## src/rtl/cbs_pkg.sv

```systemverilog
// Shared types and constants for the block-transfer configuration slave.
// Assumes an 8-bit register pointer and a bank of more than nine registers.
package cbs_pkg;

    localparam int ID_REG  = 7;   // fixed identification byte
    localparam int CNT_REG = 8;   // read-length register

    localparam logic [3:0] VENDOR_CODE = 4'b1001;
    localparam logic [7:0] CNT_RESET   = 8'h08;

    // Serial link phase
    typedef enum logic [2:0] {
        LK_IDLE,   // no transfer addressed to this slave
        LK_RX,     // shifting in a byte from the host
        LK_RACK,   // driving acknowledge for a received byte
        LK_TX,     // shifting out a byte to the host
        LK_TACK,   // sampling the host acknowledge
        LK_HOLD    // silent until the next start or stop
    } link_st_e;

    // Role of the next received byte within a write
    typedef enum logic [1:0] {
        RK_ADDR,
        RK_CMD,
        RK_CNT,
        RK_DATA
    } rx_kind_e;

endpackage

```

## src/rtl/cbs_line_sampler.sv

```systemverilog
// Line sampler: synchronises SCL and SDA into the system clock domain and
// reports clock edges and start/stop conditions as one-cycle pulses.
// Assumes SCL and SDA each stay stable for several system clocks.
module cbs_line_sampler (
    input  logic clk,
    input  logic rst_n,
    input  logic scl_i,
    input  logic sda_i,
    output logic scl_rise,
    output logic scl_fall,
    output logic start_det,
    output logic stop_det,
    output logic sda_bit
);

    logic [1:0] scl_sync;
    logic [1:0] sda_sync;
    logic       scl_prev;
    logic       sda_prev;

    // Two-stage synchronisers plus one stage of history for edge detection
    always_ff @(posedge clk) begin
        if (!rst_n) begin
            scl_sync <= 2'b11;
            sda_sync <= 2'b11;
            scl_prev <= 1'b1;
            sda_prev <= 1'b1;
        end else begin
            scl_sync <= {scl_sync[0], scl_i};
            sda_sync <= {sda_sync[0], sda_i};
            scl_prev <= scl_sync[1];
            sda_prev <= sda_sync[1];
        end
    end

    // Edge and bus-condition decode
    always_comb begin
        scl_rise  = scl_sync[1] & ~scl_prev;
        scl_fall  = ~scl_sync[1] & scl_prev;
        start_det = scl_sync[1] & scl_prev & sda_prev & ~sda_sync[1];
        stop_det  = scl_sync[1] & scl_prev & ~sda_prev & sda_sync[1];
        sda_bit   = sda_sync[1];
    end

endmodule

```

## src/rtl/cbs_link_fsm.sv

```systemverilog
// Link controller: frames bytes, matches the address, drives acknowledge
// and read data, and keeps the register pointer.
// Assumes edge pulses from cbs_line_sampler. Data changes on SCL falls and
// is sampled on SCL rises.
module cbs_link_fsm
    import cbs_pkg::*;
#(
    parameter logic [7:0] DEV_ADDR = 8'hD2
) (
    input  logic       clk,
    input  logic       rst_n,
    input  logic       scl_rise,
    input  logic       scl_fall,
    input  logic       start_det,
    input  logic       stop_det,
    input  logic       sda_bit,
    input  logic [7:0] rd_byte,
    input  logic [7:0] cnt_byte,
    output logic       sda_oe,
    output logic       wr_en,
    output logic [7:0] wr_idx,
    output logic [7:0] wr_data,
    output logic [7:0] ptr,
    output logic       quiet
);

    localparam logic [7:0] RD_ADDR = DEV_ADDR | 8'h01;

    link_st_e   st;
    rx_kind_e   kind;
    logic [3:0] bitn;
    logic [7:0] sh;
    logic [7:0] txsh;
    logic [7:0] rem;
    logic       rd_go;
    logic       host_ack;

    // Main link sequencer; stop and start take priority over every phase
    always_ff @(posedge clk) begin
        if (!rst_n) begin
            st       <= LK_IDLE;
            kind     <= RK_ADDR;
            bitn     <= 4'd0;
            sh       <= 8'h00;
            txsh     <= 8'h00;
            rem      <= 8'h00;
            rd_go    <= 1'b0;
            host_ack <= 1'b0;
            sda_oe   <= 1'b0;
            wr_en    <= 1'b0;
            wr_idx   <= 8'h00;
            wr_data  <= 8'h00;
            ptr      <= 8'h00;
        end else begin
            wr_en <= 1'b0;
            if (stop_det) begin
                st     <= LK_IDLE;
                sda_oe <= 1'b0;
                ptr    <= 8'h00;
                rd_go  <= 1'b0;
            end else if (start_det) begin
                st     <= LK_RX;
                kind   <= RK_ADDR;
                bitn   <= 4'd0;
                sda_oe <= 1'b0;
                ptr    <= 8'h00;
                rd_go  <= 1'b0;
            end else begin
                case (st)
                    LK_RX: begin
                        if (scl_rise) begin
                            sh   <= {sh[6:0], sda_bit};
                            bitn <= bitn + 4'd1;
                        end else if (scl_fall && bitn == 4'd8) begin
                            sda_oe <= 1'b1;
                            st     <= LK_RACK;
                            case (kind)
                                RK_ADDR: begin
                                    if (sh == DEV_ADDR) begin
                                        kind <= RK_CMD;
                                    end else if (sh == RD_ADDR) begin
                                        rd_go <= 1'b1;
                                    end else begin
                                        sda_oe <= 1'b0;
                                        st     <= LK_HOLD;
                                    end
                                end
                                RK_CMD:  kind <= RK_CNT;
                                RK_CNT:  kind <= RK_DATA;
                                default: begin
                                    wr_en   <= 1'b1;
                                    wr_idx  <= ptr;
                                    wr_data <= sh;
                                    if (ptr != 8'hFF) ptr <= ptr + 8'd1;
                                end
                            endcase
                        end
                    end
                    LK_RACK: begin
                        if (scl_fall) begin
                            bitn <= 4'd0;
                            if (rd_go) begin
                                sda_oe <= ~cnt_byte[7];
                                txsh   <= {cnt_byte[6:0], 1'b0};
                                rem    <= cnt_byte;
                                st     <= LK_TX;
                            end else begin
                                sda_oe <= 1'b0;
                                st     <= LK_RX;
                            end
                        end
                    end
                    LK_TX: begin
                        if (scl_rise) begin
                            bitn <= bitn + 4'd1;
                        end else if (scl_fall) begin
                            if (bitn == 4'd8) begin
                                sda_oe <= 1'b0;
                                st     <= LK_TACK;
                            end else begin
                                sda_oe <= ~txsh[7];
                                txsh   <= {txsh[6:0], 1'b0};
                            end
                        end
                    end
                    LK_TACK: begin
                        if (scl_rise) begin
                            host_ack <= ~sda_bit;
                        end else if (scl_fall) begin
                            bitn <= 4'd0;
                            if (host_ack && rem != 8'h00) begin
                                sda_oe <= ~rd_byte[7];
                                txsh   <= {rd_byte[6:0], 1'b0};
                                rem    <= rem - 8'd1;
                                if (ptr != 8'hFF) ptr <= ptr + 8'd1;
                                st     <= LK_TX;
                            end else begin
                                st <= LK_HOLD;
                            end
                        end
                    end
                    default: ;
                endcase
            end
        end
    end

    // Phases in which the slave must never pull the data line
    assign quiet = (st == LK_IDLE) || (st == LK_HOLD);

endmodule

```

## src/rtl/cbs_reg_bank.sv

```systemverilog
// Register bank: one byte per index, with a fixed identification byte and a
// read-length register that never holds zero. Accepted writes raise a
// one-cycle strobe. Assumes NUM_REGS is greater than CNT_REG + 1.
module cbs_reg_bank
    import cbs_pkg::*;
#(
    parameter int         NUM_REGS = 12,
    parameter logic [3:0] REV_ID   = 4'h3
) (
    input  logic                  clk,
    input  logic                  rst_n,
    input  logic                  wr_en,
    input  logic [7:0]            wr_idx,
    input  logic [7:0]            wr_data,
    input  logic [7:0]            rd_idx,
    output logic [7:0]            rd_byte,
    output logic [7:0]            cnt_byte,
    output logic [NUM_REGS*8-1:0] regs_flat,
    output logic                  wr_stb,
    output logic [7:0]            stb_idx
);

    localparam logic [7:0] LAST_IDX = 8'(NUM_REGS - 1);
    localparam logic [7:0] ID_IDX   = 8'(ID_REG);

    logic accept;

    // A write lands only inside the bank and never on the identification byte
    assign accept = wr_en && (wr_idx <= LAST_IDX) && (wr_idx != ID_IDX);

    for (genvar g = 0; g < NUM_REGS; g++) begin : g_reg
        logic [7:0] q;
        if (g == ID_REG) begin : g_id
            assign q = {VENDOR_CODE, REV_ID};
        end else if (g == CNT_REG) begin : g_cnt
            // Read-length register; zero is replaced by one
            always_ff @(posedge clk) begin
                if (!rst_n)
                    q <= CNT_RESET;
                else if (accept && wr_idx == 8'(g))
                    q <= (wr_data == 8'h00) ? 8'h01 : wr_data;
            end
        end else begin : g_plain
            // Plain storage byte
            always_ff @(posedge clk) begin
                if (!rst_n)
                    q <= 8'h00;
                else if (accept && wr_idx == 8'(g))
                    q <= wr_data;
            end
        end
        assign regs_flat[g*8 +: 8] = q;
    end

    // Read selection; indices past the bank read as zero
    always_comb begin
        rd_byte = 8'h00;
        for (int i = 0; i < NUM_REGS; i++) begin
            if (rd_idx == 8'(i)) rd_byte = regs_flat[i*8 +: 8];
        end
    end

    assign cnt_byte = regs_flat[CNT_REG*8 +: 8];

    // Strobe that is aligned with the register update
    always_ff @(posedge clk) begin
        if (!rst_n) begin
            wr_stb  <= 1'b0;
            stb_idx <= 8'h00;
        end else begin
            wr_stb  <= accept;
            stb_idx <= wr_idx;
        end
    end

endmodule

```

## src/rtl/cfg_block_slave.sv

```systemverilog
// Top level of the block-transfer configuration slave: line sampler, link
// controller and register bank. Assumes the pad turns sda_oe_o into an
// open-drain pull-down and that clk runs much faster than SCL.
module cfg_block_slave
    import cbs_pkg::*;
#(
    parameter int         NUM_REGS = 12,
    parameter logic [7:0] DEV_ADDR = 8'hD2,
    parameter logic [3:0] REV_ID   = 4'h3
) (
    input  logic                  clk,
    input  logic                  rst_n,
    input  logic                  scl_i,
    input  logic                  sda_i,
    output logic                  sda_oe_o,
    output logic [NUM_REGS*8-1:0] regs_o,
    output logic                  wr_stb_o,
    output logic [7:0]            wr_idx_o
);

    logic       scl_rise;
    logic       scl_fall;
    logic       start_det;
    logic       stop_det;
    logic       sda_bit;
    logic       wr_en;
    logic [7:0] wr_idx;
    logic [7:0] wr_data;
    logic [7:0] ptr;
    logic [7:0] rd_byte;
    logic [7:0] cnt_byte;
    logic       link_quiet;

    cbs_line_sampler u_sampler (
        .clk       (clk),
        .rst_n     (rst_n),
        .scl_i     (scl_i),
        .sda_i     (sda_i),
        .scl_rise  (scl_rise),
        .scl_fall  (scl_fall),
        .start_det (start_det),
        .stop_det  (stop_det),
        .sda_bit   (sda_bit)
    );

    cbs_link_fsm #(
        .DEV_ADDR (DEV_ADDR)
    ) u_link (
        .clk       (clk),
        .rst_n     (rst_n),
        .scl_rise  (scl_rise),
        .scl_fall  (scl_fall),
        .start_det (start_det),
        .stop_det  (stop_det),
        .sda_bit   (sda_bit),
        .rd_byte   (rd_byte),
        .cnt_byte  (cnt_byte),
        .sda_oe    (sda_oe_o),
        .wr_en     (wr_en),
        .wr_idx    (wr_idx),
        .wr_data   (wr_data),
        .ptr       (ptr),
        .quiet     (link_quiet)
    );

    cbs_reg_bank #(
        .NUM_REGS (NUM_REGS),
        .REV_ID   (REV_ID)
    ) u_bank (
        .clk       (clk),
        .rst_n     (rst_n),
        .wr_en     (wr_en),
        .wr_idx    (wr_idx),
        .wr_data   (wr_data),
        .rd_idx    (ptr),
        .rd_byte   (rd_byte),
        .cnt_byte  (cnt_byte),
        .regs_flat (regs_o),
        .wr_stb    (wr_stb_o),
        .stb_idx   (wr_idx_o)
    );

endmodule

```

## config.mk

```make
export PLATFORM = sky130hd
export DESIGN_NAME = cfg_block_slave
export DESIGN_NICKNAME = d
export VERILOG_FILES = /design/src/rtl/cbs_pkg.sv /design/src/rtl/cbs_line_sampler.sv /design/src/rtl/cbs_link_fsm.sv /design/src/rtl/cbs_reg_bank.sv /design/src/rtl/cfg_block_slave.sv
export SDC_FILE = /design/constraint.sdc
export NUM_CORES = 1
export LEC_CHECK = 0
export ABC_AREA = 1
export ABC_CLOCK_PERIOD_IN_PS = 3000
export BUFFER_PORTS_ARGS = -buffer_cell sky130_fd_sc_hd__buf_2
export CAP_MARGIN = 20
export CORE_AREA = 2 2 115 117
export DETAILED_ROUTE_END_ITERATION = 16
export DIE_AREA = 0 0 117 119
export HOLD_SLACK_MARGIN = 0.05
export PLACE_DENSITY = 0.88
export SYNTH_ARGS = -nofsm -noshare
export SYNTH_HDL_FRONTEND = slang
export SYNTH_SLANG_ARGS = --single-unit
```

## constraint.sdc

```tcl
create_clock -name clk -period 3 [get_ports clk]
set_input_delay 0.6 -clock clk [delete_from_list [all_inputs] [get_ports clk]]
set_output_delay 0.6 -clock clk [all_outputs]
set_load 0.02 [all_outputs]
```

-- Word-level counts from Yosys, hierarchy flattened
Cells that the tools add are included.
- logic and storage cells: 235
- output and inout bits: 106
- bits in registers: 164
- $lt $le $gt $ge: 1
- bitwise logic cells: 22
- $add $sub $neg: 3
- reduce and logical (&&, ||, !) cells: 46
- equal/unequal tests: 55
- muxes and demuxes: 77
- operators with widths (kind ; number):
    8-bit 2-to-1 mux ; 33
    8-bit by 4-bit equality test with 1-bit output (second input constant) ; 8
    8-bit by 3-bit equality test with 1-bit output (second input constant) ; 7
    3-bit 2-to-1 mux ; 12
    8-bit by 2-bit equality test with 1-bit output (second input constant) ; 4
    8-bit case mux with 2 select lines ; 2
    9-bit AND reduction ; 3
    8-bit zero test ; 3
    8-bit case mux with 3 select lines ; 1
    3-bit by 2-bit inequality test with 1-bit output (second input constant) ; 6
    6-bit AND reduction ; 3
    8-bit by 1-bit equality test with 1-bit output (second input constant) ; 2
    8-bit equality test (second input constant) ; 2
    4-bit 2-to-1 mux ; 4
    2-bit by 1-bit inequality test with 1-bit output (second input constant) ; 8
    1-bit logical AND ; 15
    1-bit 2-to-1 mux ; 15
    1-bit NOT ; 15
    2-bit 2-to-1 mux ; 6
    3-bit case mux with 4 select lines ; 1
    4-bit case mux with 3 select lines ; 1
    4-bit AND reduction ; 3
    4-bit nonzero test ; 3
    11-bit AND reduction ; 1
    other kinds (28) ; 46

-- Depth between registers and ports, before layout
Gate-level depths: netlist (run 1).
- word-level depth: 18
- gate-level depth with buffers: 19
- mapped depth without buffers: 19

-- By module
Synthesis (run 1) repeated with hierarchy kept, for this count alone.
- cells, all modules: 1187
- area, all modules: 8041.5 µm²
- by module, submodules not included (module ; cells an instance ; seq. area each (µm²) ; area an instance (µm²) ; instances):
    cbs_reg_bank ; 654 ; 1941.9 ; 4525.6 ; 1
    cbs_link_fsm ; 506 ; 1201.2 ; 3316.9 ; 1
    cbs_line_sampler ; 27 ; 120.1 ; 198.9 ; 1

-- Worst setup path after synthesis (run 1)
No wires, ideal clock.
- path type: register to register
- from: register u_link.ptr[1]
- to: register u_link.sda_oe
- slack: 1.212 ns
- clock period less this slack: 1.788 ns
- required time: 2.891 ns
- cell stages (with the launch flop): 13
- buffers on the path: 1
- arrival time: 1.679 ns
- cells stage by stage: dfxtp_1 -> inv_1 -> ha_1 -> nand3_2 -> nor2_2 -> clkbuf_1 -> a21oi_1 -> nand2_1 -> nand2_1 -> nand2_1 -> nand4_1 -> nand2_1 -> inv_1
- cells in the longest elaborated chain, start to end: 18
- RTL lines (item ; line ; source):
    start, declared ; cbs_link_fsm.sv:23 ; output logic [7:0] ptr,
    start signal, assigned ; cbs_link_fsm.sv:94 ; if (ptr != 8'hFF) ptr <= ptr + 8'd1;
    start signal, assigned ; cbs_link_fsm.sv:135 ; if (ptr != 8'hFF) ptr <= ptr + 8'd1;
    8-bit zero test ; cbs_reg_bank.sv:59 ; if (rd_idx == 8'(i)) rd_byte = regs_flat[i*8 +: 8];
    8-bit 2-to-1 mux (11 in series) ; cbs_reg_bank.sv:59 ;
    8-bit 2-to-1 mux (*) ; cbs_reg_bank.sv:59 ;
    1-bit NOT (*) ; cbs_link_fsm.sv:132 ; sda_oe <= ~rd_byte[7];
    1-bit 2-to-1 mux (*) ; cbs_link_fsm.sv:131 ; if (host_ack && rem != 8'h00) begin
    1-bit 2-to-1 mux (*) ; cbs_link_fsm.sv:129 ; end else if (scl_fall) begin
    1-bit 2-to-1 mux (*) ; cbs_link_fsm.sv:127 ; if (scl_rise) begin
    1-bit case mux with 4 select lines (*) ; cbs_link_fsm.sv:69 ; case (st)
    end signal, assigned ; cbs_link_fsm.sv:103 ; sda_oe <= ~cnt_byte[7];
    end signal, assigned ; cbs_link_fsm.sv:121 ; sda_oe <= ~txsh[7];
    end signal, assigned ; cbs_link_fsm.sv:132 ;
    end, declared ; cbs_link_fsm.sv:19 ; output logic sda_oe,
Mark *: on every way between the ends. The rest lies on a longest branch, timed or not. The select of a mux whose other input is x is not followed.
A chain may end at the register's enable or synchronous reset.

-- Final worst setup path (run 1)
- from: register u_link.ptr[0]
- to: register u_link.txsh[5]
- cells in the longest elaborated chain, start to end: 17
- RTL lines (item ; line ; source):
    8-bit zero test ; cbs_reg_bank.sv:59 ;
    8-bit 2-to-1 mux (11 in series) ; cbs_reg_bank.sv:59 ;
    8-bit 2-to-1 mux (*) ; cbs_reg_bank.sv:59 ;
    8-bit 2-to-1 mux (*) ; cbs_link_fsm.sv:131 ;
    8-bit 2-to-1 mux (*) ; cbs_link_fsm.sv:129 ;
    8-bit 2-to-1 mux (*) ; cbs_link_fsm.sv:127 ;
    8-bit case mux with 3 select lines (*) ; cbs_link_fsm.sv:69 ;
    end signal, assigned ; cbs_link_fsm.sv:104 ; txsh <= {cnt_byte[6:0], 1'b0};
    end signal, assigned ; cbs_link_fsm.sv:122 ; txsh <= {txsh[6:0], 1'b0};
    end signal, assigned ; cbs_link_fsm.sv:133 ; txsh <= {rd_byte[6:0], 1'b0};
    end, declared ; cbs_link_fsm.sv:33 ; logic [7:0] txsh;
Marks and branches as above.

==> metrics, run 1 <==
yosys warns 0; slowest cell delay on critical path ~0.60 ns; worst-path cell chain inv_1 > ha_1 > inv_1 > nor3_2 > a21oi_1 > nand3_1 > nand2_1 > nand2_1 > nand2_1 > nand2_1 > nand2_1 > nand2_1 > nand2_1 > a21oi_1; Crit path required time 3.36 ns; post-route ant nets 0; Placed Cells 1275; number of global-route vias before repair 6793; vias after detailed routing 7527; met1 usage around two fifths; share of the synthesized area in the top cell type between 40 and 50%; FMAX about 430 MHz; Mapped Area roughly 7500 um2; CTS tree yes; number of clock sinks approximately 160; Post-synth top flop dfxtp_1; DR pass1 iterations 8; Initial Utilization 57.89%; number of buffers created by CTS 17; Cell Pwr Density 631.4 nW/um2; RSZ-0062 raised after global routing no; CP max-delay cell nor3_2; final non-filler cell total between 1000 and 1500; Max Cap Viol 0; Resized Gates After CTS 0; fillers ~1100; Hold WC Path Type input port to flop; initial antenna violation count 0; Die Y about 120 um; Mean Syn Cell Area between 7 and 8 um2; dpl hpwl 14380 um; Slew @ Worst Pin 0.9469 ns; LEAKAGE roughly 3.8 nW; Hold Fails Final Rpt 0; DP Worst Slack roughly 0.80 ns; global route hottest layer met2; Port Buffers ~100; Vias per Instance slightly below 6; Cells after Synth roughly 1000; synth top area cells dfxtp_1 44%, a21oi_1 13%, o21ai_0 8.7%; EDFF count, synth 0; setup TNS 0 ns; initial DRC count around 1000; Buf/Inv on CP 2; Ant. Diodes 0; FF+latch count, synth between 150 and 200; fin crit share around four fifths; GR Layer Usage met2 46.46%; Slew HR 36.64%; Die Outline Area about 14000 um2; WS Path Type flop to flop; layout cells sized above 1 16.92%; CTS Root Cell clkbuf_16; Core Region roughly 13000 um2; Clock Path Buffers 2; Top Ports 110; total congestion overflow 0; post-route cell area 8625 um2; Synth async-reset ratio 0%; WL final roughly 22000 um; Remaining DRCs 0; Setup WS post-layout 0.6502 ns; fin crit period 2.350 ns; final net count 1134; crit-path max FO 12; critical path's top delay family simple AND/OR/NAND/NOR gates; setup clock skew after layout ~0.009 ns; Final Max Slew Viols 0; Area Growth Syn to Fin 15.71%; Setup-failing EPs final 0; num rows between 40 and 50; Seq/Total Area, Yosys between 40% and 50%; Die X between 100 and 150 um; most frequent cells in the layout 196 x a21oi_1, 163 x dfxtp_1, 134 x nand2_1, 130 x o21ai_0, 113 x inv_1; wire length per cell 16.48 um; Total Power around 5.4 mW; Netlist cell types between 40 and 50; CP endpoint kind flop; hold-fix buffer count after cts 0; commonest non-fill, non-tap cell in the layout a21oi_1; GR Util All Layers between 30% and 40%; Worst Setup Start Kind flop; first-pass GRT wire length about 34000 um; Max IR drop VDD approximately 340 uV; placed cell area 8080 um2; Setup Fix Bufs, Post-CTS 0; status finished clean; CP dominant cell by count nand2_1; H-tree depth 4; Crit path arrival time between 2 and 3 ns; met3 Use GR 6.667%; RePlAce Congestion approximately 0.95; CTS clock-pin slew for the worst setup and hold paths approximately 0.060 ns; pin count of the biggest net entering global routing 123; post-synth top area cell dfxtp_1; Worst-Skew Late Latency about 0.43 ns
## metal layers
layer	wire length (um)	share of wire, %
met5	0	0
met4	971	4.5
met3	2071	9.6
met2	9672	45
met1	8790	41
## registers in the layout (all words and copies together), names as in the netlist, 2 cells and up
| signal | cells |
|---|---|
| u_sampler.scl_sync | 2 |
| u_bank.cnt_byte | 8 |
| u_sampler.sda_sync | 2 |
| u_link.sh | 8 |
| u_link.bitn | 4 |
| u_link.wr_data | 8 |
| u_link.kind | 2 |
| u_link.wr_idx | 8 |
| u_link.txsh | 7 |
| u_link.st | 3 |
| u_link.rem | 8 |
| u_link.ptr | 8 |
| u_bank.stb_idx | 8 |
| u_bank.g.q | 80 |
## logic make-up (layout without fill, tap and decap cells)
family | Yosys count | count (layout) | synth area share, %
compound gates | 354 | 354 | 24.59
fa+ha+maj | 12 | 12 | 2.014
flops | 163 | 163 | 43.78
buf+inv | 179 | 275 | 9.804
xor+xnor | 2 | 2 | 0.2351
simple gates | 315 | 315 | 19.47
other cells | 2 | 8 | 0.1008
## power breakdown
part,internal (mW),switching (mW)
Clock,1.17,0.849
Sequential,2.27,0.0738
Combinational,0.346,0.741
## final timing paths
kind                         startpoint  slack, ns  cells past startpoint                     to
setup / recovery          u_link.ptr[0]       0.65                     14         u_link.txsh[5]
hold / removal                    sda_i       0.35                      2  u_sampler.sda_sync[0]
setup reg to reg          u_link.ptr[0]       0.65                     14         u_link.txsh[5]
hold reg to reg   u_sampler.scl_sync[0]       0.41                      1  u_sampler.scl_sync[1]
## cell type report
cell class	instances	area (um2)	area share (%)
clock inverter	9	83.83	0.9720
timing repair buffer	116	630.6	7.312
sequential	163	3263	37.84
clock buffer	21	460.4	5.339
inverter	129	484.2	5.614
tap	176	220.2	2.553
multi-input combinational	691	3482	40.37
## through the flow
stage / hold WS [ns] / utilization (%)
after floorplan: 0.3925 / -
after CTS: 0.3450 / 66.99
final: 0.3534 / 66.99
after detailed placement: 0.4023 / 62.76
after global routing: 0.3524 / 66.99
after global placement: 0.3932 / 62.76
## Yosys cell counts (6+ instances only)
master	count
buf_4	11
clkbuf_1	30
buf_2	8
nand3_1	41
nand2_1	134
inv_1	113
nor2_1	80
a211oi_1	8
ha_1	12
nor3_1	8
nand4_1	8
clkinv_1	6
o21ai_0	130
a21oi_1	196
dfxtp_1	163
or2_2	6
nor3_2	6
nor2_2	11
inv_2	10
## worst register-to-register path, stage by stage, from the launching register on
cell	delay (ns)
dfxtp_1	0.33
inv_1	0.17
ha_1	0.22
inv_1	0.10
nor3_2	0.60
a21oi_1	0.15
nand3_1	0.13
nand2_1	0.05
nand2_1	0.08
nand2_1	0.07
nand2_1	0.06
nand2_1	0.05
nand2_1	0.06
nand2_1	0.07
a21oi_1	0.14
Power figures use the tool's default switching activity.
==> run 2, diff against run 1 <==
--- a/config.mk
+++ b/config.mk
@@ -6,14 +6,14 @@
 export NUM_CORES = 1
 export LEC_CHECK = 0
 export ABC_AREA = 1
-export ABC_CLOCK_PERIOD_IN_PS = 3000
+export ABC_CLOCK_PERIOD_IN_PS = 1930
 export BUFFER_PORTS_ARGS = -buffer_cell sky130_fd_sc_hd__buf_2
 export CAP_MARGIN = 20
-export CORE_AREA = 2 2 115 117
+export CORE_AREA = 2 2 123 125
 export DETAILED_ROUTE_END_ITERATION = 16
-export DIE_AREA = 0 0 117 119
+export DIE_AREA = 0 0 125 127
 export HOLD_SLACK_MARGIN = 0.05
-export PLACE_DENSITY = 0.88
+export PLACE_DENSITY = 0.82
 export SYNTH_ARGS = -nofsm -noshare
 export SYNTH_HDL_FRONTEND = slang
 export SYNTH_SLANG_ARGS = --single-unit
==> constraint.sdc (replaced) <==
create_clock -name clk -period 1.93 [get_ports clk]
set_input_delay 0.386 -clock clk [delete_from_list [all_inputs] [get_ports clk]]
set_output_delay 0.386 -clock clk [all_outputs]
set_load 0.02 [all_outputs]
==> run 2 against run 1 <==
Net effect: the flow now finishes with violations (negative setup slack); critical path type unchanged; clock-buffer cell count grew 1; register-to-register slack lost 0.78 ns; utilization shrank 0.76 points; sequential cell count is the same; first-iteration DRC count shrank 1.9%; worst setup slack lost 0.78 ns; sequential power grew 58%; clock skew grew 0.0020 ns; clock power grew 78%; cell count grew 5.8%; critical endpoint is now u_link.sda_oe.
==> metrics, run 2 (same netlist as run 1, synthesis figures left out) <==
status finished, violations left; failing checks negative setup slack; reg2reg start u_link.ptr[1]; FMAX 486.5 MHz (+14%); Hold Fails Final Rpt 0 (unchanged); commonest non-fill, non-tap cell in the layout a21oi_1; WL final 23820 um (+11%); LEAKAGE 4.276 nW (+11%); H-tree depth 4 (unchanged); Worst Setup Start Kind flop; setup TNS -0.2506 ns (-0.2506 ns); Port Buffers 101 (unchanged); hold-fix buffer count after cts 0 (unchanged); Setup-failing EPs final 5 (+5); GR Util All Layers 27.45% (-3.5 points); Slew @ Worst Pin 0.6068 ns (-0.3401 ns); post-route ant nets 0 (unchanged); Max IR drop VDD 609.5 uV (+77%); initial antenna violation count 0 (unchanged); wire length per cell 17.25 um (+4.7%); Worst-Skew Late Latency 0.44 ns (about the same); crit-path max FO 6 (-6); CP endpoint kind flop; first-pass GRT wire length 34980 um (+3.3%); Remaining DRCs 0 (unchanged); GR Layer Usage met2 42.46% (-4.0 points); Total Power 9.443 mW (+73%); pin count of the biggest net entering global routing 88 (-28%); Vias per Instance 5.766 (about the same); Die Y 127 um (+6.7%); number of global-route vias before repair 6700 (-1.4%); Hold WC Path Type input port to flop; Largest register FFs 80 (unchanged); CTS clock-pin slew for the worst setup and hold paths 0.06 ns (about the same); final non-filler cell total 1381 (+5.8%); most frequent cells in the layout 192 x a21oi_1, 153 x dfxtp_1, 129 x o21ai_0, 126 x nand2_1, 105 x inv_1; RePlAce Congestion 0.9445 (-0.81%); vias after detailed routing 7963 (+5.8%); worst-path cell chain ha_2 > nand2_1 > nor2_2 > inv_1 > or2_0 > nand2_1 > nand2_1 > nand2_1 > nand2_1 > nand2_1 > nand2_1 > nand2_1 > nand2_1 > nand4_1 > nand2_1 > inv_1; Reg with most FFs u_bank.g.q; Die Outline Area 15880 um2 (+14%); Worst Hold Launch sda_i; number of clock sinks 163 (unchanged); fin crit share 106.5% (+28 points); fin crit period 2.056 ns (-0.2942 ns); Top Ports 110 (unchanged); Setup crit start u_link.ptr[1]; Crit path arrival time 2.44 ns (-0.27 ns); Area Growth Syn to Fin 28.17%; CTS Root Cell clkbuf_16; Cell Pwr Density 988.5 nW/um2 (+57%); setup clock skew after layout 0.01078 ns (+0.002008 ns); RSZ-0062 raised after global routing yes; Final Max Slew Viols 0 (unchanged); CP dominant cell by count nand2_1; Buf/Inv on CP 2 (unchanged); CTS tree yes; DR pass1 iterations 6 (-2); Slew HR 59.30% (+23 points); Clock Path Buffers 2 (unchanged); global route hottest layer met2; number of buffers created by CTS 17 (unchanged); met1 usage 37.60% (-4.1 points); dpl hpwl 15400 um (+7.1%); total congestion overflow 0 (unchanged); final net count 1201 (+5.9%); Die X 125 um (+6.8%); num rows 44 (+4.8%); Crit path required time 2.31 ns (-1.05 ns); slowest cell delay on critical path 0.39 ns (-0.21 ns); initial DRC count 976 (-1.9%); critical path's top delay family simple AND/OR/NAND/NOR gates; WS Path Type flop to flop; met3 Use GR 6.114% (-0.55 points); CP max-delay cell dfxtp_2; Max Cap Viol 0 (unchanged); Placed Cells 1321 (+3.6%); hold_ws 0.1328 ns (-0.2206 ns); Setup WS post-layout -0.1256 ns (-0.7758 ns); Ant. Diodes 0 (unchanged); Core Region 14420 um2 (+12%); layout cells sized above 1 26.32% (+9.4 points); Initial Utilization 51.67% (-6.2 points)
## run 2: area by class of cell
type / count / area (um2)
Clock inverter: 9 / 151.4
Multi-Input combinational cell: 693 / 3779
Fill cell: 1142 / 4871
Inverter: 129 / 499.2
Sequential cell: 163 / 3278
Timing Repair Buffer: 180 / 1134
Timing Repair inverter: 1 / 7.507
Tap cell: 184 / 230.2
Clock buffer: 22 / 474.2
## run 2: final timing paths
path | endpoint | slack (ns) | cells after the start
max | u_link.sda_oe | -0.13 | 16
min reg2reg | u_sampler.scl_sync[1] | 0.41 | 1
max reg2reg | u_link.sda_oe | -0.13 | 16
min | u_sampler.sda_sync[0] | 0.13 | 2
## run 2: what timing repair did
action	CTS	global route
pin swaps	1	26
setup endpoints to repair	8	33
gates cloned	0	4
resized for setup	6	92
setup buffers	1	24
## run 2: through the flow
stage | setup slack (ns) | instance area (um2) | util, %
global route | -0.2581 | 9553 | 66.23
finish | -0.1256 | 9553 | 66.23
CTS | -0.01216 | 9034 | 62.63
global placement | 0.01351 | 8376 | 58.07
detailed placement | -0.03612 | 8376 | 58.07
floorplan | 0.1423 | 7476 | -
## run 2: where the power goes
| group | total [mW] | leakage [nW] | switching, mW | internal (mW) |
|---|---|---|---|---|
| clock | 3.60 | 0.306 | 1.34 | 2.26 |
| combinational | 2.15 | 2.65 | 1.35 | 0.807 |
| sequential | 3.69 | 1.32 | 0.154 | 3.53 |
| total | 9.44 | 4.28 | 2.84 | 6.60 |
## run 2: worst reg2reg max path: stages (launching register included)
cell     delay (ns)
dfxtp_2        0.39
ha_2           0.25
nand2_1        0.09
nor2_2         0.19
inv_1          0.16
or2_0          0.23
nand2_1        0.08
nand2_1        0.05
nand2_1        0.06
nand2_1        0.08
nand2_1        0.07
nand2_1        0.04
nand2_1        0.06
nand2_1        0.06
nand4_1        0.07
nand2_1        0.06
inv_1          0.05
## run 2: per-layer routing
metal / share of wire [%] / routed length (um) / up-vias
met2: 45 / 10790 / 496
li1: - / - / 3734
met5: 0 / 0 / -
met4: 4.7 / 1121 / 0
met3: 9.4 / 2248 / 110
met1: 41 / 9668 / 3623
